## config.mk

```make
export PLATFORM = sky130hd
export DESIGN_NAME = reboot_seq
export DESIGN_NICKNAME = d
export VERILOG_FILES = /design/src/rtl/reboot_seq_pkg.sv /design/src/rtl/reboot_seq_ctrl.sv /design/src/rtl/reboot_seq_hold.sv /design/src/rtl/reboot_seq_mux.sv /design/src/rtl/reboot_seq.sv
export SDC_FILE = /design/constraint.sdc
export NUM_CORES = 1
export LEC_CHECK = 0
export BUFFER_PORTS_ARGS = -buffer_cell sky130_fd_sc_hd__buf_2
export CORE_MARGIN = 10
export CORE_UTILIZATION = 45
export CTS_BUF_LIST = sky130_fd_sc_hd__clkbuf_4 sky130_fd_sc_hd__clkbuf_8 sky130_fd_sc_hd__clkbuf_16
export CTS_CLUSTER_SIZE = 24
export DETAILED_ROUTE_END_ITERATION = 6
export GPL_TIMING_DRIVEN = 1
export PLACE_DENSITY = 0.66
export SLEW_MARGIN = 20
export SYNTH_ARGS = -nofsm -noshare
export SYNTH_HDL_FRONTEND = slang
export SYNTH_SLANG_ARGS = --single-unit
```

## constraint.sdc

```tcl
create_clock -name clk -period 2.3 [get_ports clk]
set_input_delay 0.23 -clock clk [delete_from_list [all_inputs] [get_ports clk]]
set_output_delay 0.23 -clock clk [all_outputs]
set_load 0.1 [all_outputs]
```

## src/rtl/reboot_seq_pkg.sv

```systemverilog
package reboot_seq_pkg;
  localparam int WORD_W    = 16;
  localparam int ADDR_W    = 24;
  localparam int OP_W      = 8;
  localparam int NUM_WORDS = 14;
  localparam int IDX_W     = $clog2(NUM_WORDS);
  localparam int HI_W      = ADDR_W - WORD_W;

  typedef enum logic [2:0] {
    SRC_CONST   = 3'd0,
    SRC_NEXT_LO = 3'd1,
    SRC_NEXT_HI = 3'd2,
    SRC_GOLD_LO = 3'd3,
    SRC_GOLD_HI = 3'd4
  } slot_src_e;

  typedef struct packed {
    slot_src_e         src;
    logic [WORD_W-1:0] k;
  } slot_t;

  // Per-position word source; the order is the protocol itself.
  function automatic slot_t slot_of(input logic [IDX_W-1:0] idx);
    slot_t s;
    s.src = SRC_CONST;
    s.k   = '0;
    case (idx)
      4'd0:    s.k = 16'hFFFF;
      4'd1:    s.k = 16'hAA99;
      4'd2:    s.k = 16'h5566;
      4'd3:    s.k = 16'h3261;
      4'd4:    s.src = SRC_NEXT_LO;
      4'd5:    s.k = 16'h3281;
      4'd6:    s.src = SRC_NEXT_HI;
      4'd7:    s.k = 16'h32A1;
      4'd8:    s.src = SRC_GOLD_LO;
      4'd9:    s.k = 16'h32C1;
      4'd10:   s.src = SRC_GOLD_HI;
      4'd11:   s.k = 16'h30A1;
      4'd12:   s.k = 16'h000E;
      default: s.k = 16'h2000;
    endcase
    return s;
  endfunction
endpackage

```

## src/rtl/reboot_seq_ctrl.sv

```systemverilog
module reboot_seq_ctrl
  import reboot_seq_pkg::*;
#(
  parameter int N_WORDS = NUM_WORDS,
  localparam int IW     = $clog2(N_WORDS),
  localparam logic [IW-1:0] LAST = IW'(N_WORDS - 1)
) (
  input  logic          clk,
  input  logic          rst_n,
  input  logic          start,
  input  logic          ready,
  output logic          busy,
  output logic          load,
  output logic [IW-1:0] idx
);
  assign load = start & ~busy;

  always_ff @(posedge clk or negedge rst_n) begin
    if (!rst_n) begin
      busy <= 1'b0;
      idx  <= '0;
    end else if (load) begin
      busy <= 1'b1;
      idx  <= '0;
    end else if (busy && ready) begin
      if (idx == LAST) begin
        busy <= 1'b0;
        idx  <= '0;
      end else begin
        idx <= idx + 1'b1;
      end
    end
  end
endmodule

```

## src/rtl/reboot_seq_hold.sv

```systemverilog
module reboot_seq_hold #(
  parameter int AW = 24,
  parameter int OW = 8
) (
  input  logic          clk,
  input  logic          rst_n,
  input  logic          load,
  input  logic [AW-1:0] next_in,
  input  logic [AW-1:0] gold_in,
  input  logic [OW-1:0] op_in,
  output logic [AW-1:0] next_q,
  output logic [AW-1:0] gold_q,
  output logic [OW-1:0] op_q
);
  always_ff @(posedge clk or negedge rst_n) begin
    if (!rst_n) begin
      next_q <= '0;
      gold_q <= '0;
      op_q   <= '0;
    end else if (load) begin
      next_q <= next_in;
      gold_q <= gold_in;
      op_q   <= op_in;
    end
  end
endmodule

```

## src/rtl/reboot_seq_mux.sv

```systemverilog
module reboot_seq_mux
  import reboot_seq_pkg::*;
(
  input  logic [IDX_W-1:0]  idx,
  input  logic [ADDR_W-1:0] next_q,
  input  logic [ADDR_W-1:0] gold_q,
  input  logic [OP_W-1:0]   op_q,
  output logic [WORD_W-1:0] word
);
  slot_t s;

  always_comb begin
    s = slot_of(idx);
    unique case (s.src)
      SRC_NEXT_LO: word = next_q[WORD_W-1:0];
      SRC_NEXT_HI: word = {op_q, next_q[ADDR_W-1:WORD_W]};
      SRC_GOLD_LO: word = gold_q[WORD_W-1:0];
      SRC_GOLD_HI: word = {op_q, gold_q[ADDR_W-1:WORD_W]};
      default:     word = s.k;
    endcase
  end
endmodule

```

## src/rtl/reboot_seq.sv

```systemverilog
module reboot_seq
  import reboot_seq_pkg::*;
(
  input  logic              clk,
  input  logic              rst_n,
  input  logic              start_i,
  input  logic [ADDR_W-1:0] next_addr_i,
  input  logic [ADDR_W-1:0] gold_addr_i,
  input  logic [OP_W-1:0]   rd_opcode_i,
  output logic [WORD_W-1:0] cmd_word_o,
  output logic              cmd_valid_o,
  input  logic              cmd_ready_i,
  output logic              busy_o
);
  logic             busy, load;
  logic [IDX_W-1:0] idx;
  logic [ADDR_W-1:0] next_q, gold_q;
  logic [OP_W-1:0]   op_q;

  reboot_seq_ctrl #(.N_WORDS(NUM_WORDS)) u_ctrl (
    .clk(clk), .rst_n(rst_n), .start(start_i), .ready(cmd_ready_i),
    .busy(busy), .load(load), .idx(idx)
  );

  reboot_seq_hold #(.AW(ADDR_W), .OW(OP_W)) u_hold (
    .clk(clk), .rst_n(rst_n), .load(load),
    .next_in(next_addr_i), .gold_in(gold_addr_i), .op_in(rd_opcode_i),
    .next_q(next_q), .gold_q(gold_q), .op_q(op_q)
  );

  reboot_seq_mux u_mux (
    .idx(idx), .next_q(next_q), .gold_q(gold_q), .op_q(op_q), .word(cmd_word_o)
  );

  assign cmd_valid_o = busy;
  assign busy_o      = busy;
endmodule

```

==> impl_metrics.ini <==
[detailed_routing]
drc = 0
vias_per_cell = 5.37
finalWirelength_um = 7440
vias = 2348
wl_per_cell_um = 17.0
antenna_left = 0
dr.pass1.iters = 4
initialDrtViolationCount = 117

[sta]
hold_ws_ps = 85.2
fin_skew_ps = 4.70
fin_crit_sh_pct = 94.4
setup-violations-final = 0
fmax_ghz = 0.460
maxSlewHeadroom_pct = 65.1
hold_viol = 0
drv_slew = 0
worst_slack_ps = 128
tightestPinTransition_ps = 523
rsz0062_at_grt = false
min_period_ps = 2170

[floorplanning]
dieArea_sq_mm = 0.0105
rows = 29
die_w_um = 102
io_pins = 78
die_h_um = 102
core_sq_mm = 0.00649
initial_core_util_pct = 47.1

[logic_synthesis]
avgSynthCellArea_sq_um = 10.9
synth_compound_area_share_pct = 14.1
synth_edf_count = 0
synth_top_area_share_pct = 49.9
synth_ff_type = dfrtp_1
synth.largest_area_cell = dfrtp_1
synth_fp_nets = 340
yosysSeqAreaShare_pct = 49.9
synth_mux_area_share_pct = 17.6
synth_top_family_by_area = multiplexers
synth_most_common_cell = dfrtp_1
yosys.area_share.simple_pct = 11.4
syn_area_sq_mm = 0.00306
synth_area_leaders = dfrtp_1, mux2_2, buf_6, a21oi_1, o21ai_0
synth-xor-area-share_pct = 0
synthTopCellsByCount = dfrtp_1, mux2_2, nand2_1
synth_adder_area_share_pct = 0
yosys_warnings = 0
postSynthCellCount = 280
synth_cell_types = 39
synthArstFlopShare_pct = 100
ys_seq_elements = 61

[cells_and_area]
final-seq-area_sq_mm = 0.00153
antenna_cells = 0
postLayoutCellArea_sq_mm = 0.00394
multiInputGateArea_sq_mm = 0.00139
area_growth_pct = 28.7
fin_nets = 416
final.fill_count = 545
drive_gt1_share_pct = 47.5

[global_routing]
antenna_found_initial = 0
grt_usage_pct = 15.0
overflow = 0
grt_pass1_wl_um = 12300
first_global_vias = 2489
grt_max_degree = 42

[worst_setup_path]
worstPathArrival_ps = 1940
critPathCaptureType = output port
path_cells = buf_6 > and2_4 > or2_2 > nor2_2 > buf_12
cp_slowest_cell = dfrtp_2
crit_type = flop to output port
path_max_fanout = 19
start_kind = flop
max_stage_delay_ps = 500
critPathRequiredTime_ps = 2070

[cts]
insertion_delay_ps = 340
cts_tree = built
clk_pin_slew_ps = 70
h-tree-depth = 3
post-cts-setup-buffer-count = 0
cts.path.max_buffers = 2
cts_root_buf = clkbuf_8
tritoncts.num_buffers = 9
clock_sinks = 61

[run_status]
status = complete, no violations

[min_path]
min_path_type = primary input to flop

[place]
place_area_sq_mm = 0.00374
hpwl_um = 5410
routabilityCongestion = 0.766
pre_cts_slack_ps = 328
io_buffers = 77

[run]
cap_violations = 0
## kinds of logic (layout without fill, tap and decap cells)
logic type / count (synthesis) / count (layout)
compound gates: 70 / 70
buf+inv: 33 / 113
flops: 61 / 61
mux: 48 / 48
simple gates: 68 / 68
## final timing paths
kind,startpoint,end,slack [ps],cells after the start
min in group asynchronous,rst_n,u_hold.gold_q[13],440,3
hold reg to reg,u_hold.next_q[2],u_hold.next_q[2],510,1
setup reg to reg,u_ctrl.busy,u_hold.next_q[3],670,3
max in group asynchronous,rst_n,u_ctrl.idx[3],1540,3
setup / recovery,u_ctrl.idx[3],cmd_word_o[8],130,5
hold / removal,gold_addr_i[10],u_hold.gold_q[10],90,3
## state kept, by name (all words and copies together) (netlist names)
signal	flops
u_hold.next_q	24
u_hold.op_q	8
u_ctrl.busy	1
u_hold.gold_q	24
u_ctrl.idx	4
## metrics by stage
| stage | std cells | setup TNS (ps) | util, % |
|---|---|---|---|
| after global routing | 437 | 0 | 60.6 |
| after floorplan | 280 | -312 | - |
| after detailed placement | 421 | 0 | 57.6 |
| final | 437 | 0 | 60.6 |
| after global placement | 421 | 0 | 57.6 |
| after CTS | 437 | 0 | 60.5 |
## layout by cell type, fill, tap and decap left out, types with 2 or more instances in the layout
| master | netlist | routed |
|---|---|---|
| buf_6 | 11 | 2 |
| nand3_1 | 3 | 3 |
| clkbuf_8 | 0 | 10 |
| nor2b_2 | 0 | 2 |
| o21ai_0 | 18 | 17 |
| o22ai_2 | 0 | 3 |
| a22oi_1 | 7 | 7 |
| o22ai_1 | 9 | 6 |
| clkinv_2 | 0 | 2 |
| dfrtp_2 | 0 | 4 |
| buf_12 | 0 | 16 |
| a21oi_1 | 18 | 17 |
| nor2_2 | 1 | 4 |
| a21oi_2 | 1 | 2 |
| mux2i_1 | 2 | 2 |
| nand2_1 | 20 | 20 |
| o21a_1 | 2 | 2 |
| nand2b_1 | 14 | 14 |
| buf_2 | 5 | 61 |
| mux2_2 | 46 | 46 |
| a22o_1 | 2 | 2 |
| clkbuf_4 | 0 | 3 |
| buf_4 | 1 | 7 |
| nor2b_1 | 6 | 3 |
| dfrtp_1 | 61 | 57 |
| nand3b_1 | 3 | 3 |
| nor2_1 | 12 | 9 |
| inv_1 | 11 | 11 |
| a31oi_1 | 4 | 4 |
## area by class of cell
class | count | share of cell area, %
timing repair buffer | 87 | 18.0
multi-input combinational | 186 | 35.3
sequential | 61 | 38.9
clock inverter | 2 | 0.254
clock buffer | 13 | 4.07
inverter | 11 | 1.05
tap | 77 | 2.45
## critical path: cells and delay by family (launching register included)
kind,cells,cell delay [ps]
and+or+nand+nor,3,710
DFF,1,500
buffers and inverters,2,390
## routing by layer
metal	up-vias	global-route usage, %	share of wire [%]	wire [um]
met3	12	5.13	7.9	588
li1	1137	-	-	-
met5	-	0	0	0
met2	64	22.6	46	3420
met1	1135	18.7	44	3260
met4	0	7.81	2.3	168
## repair_timing
item                                   CTS  global route
endpoints found under the hold margin   61             0
resized for setup                        4             4
setup endpoints to repair                3             4
hold buffers                             1             0
cloned                                   0             0
Power is not shown: default switching activity piles up to over one toggle a cycle in this logic, so the estimate is an artifact.
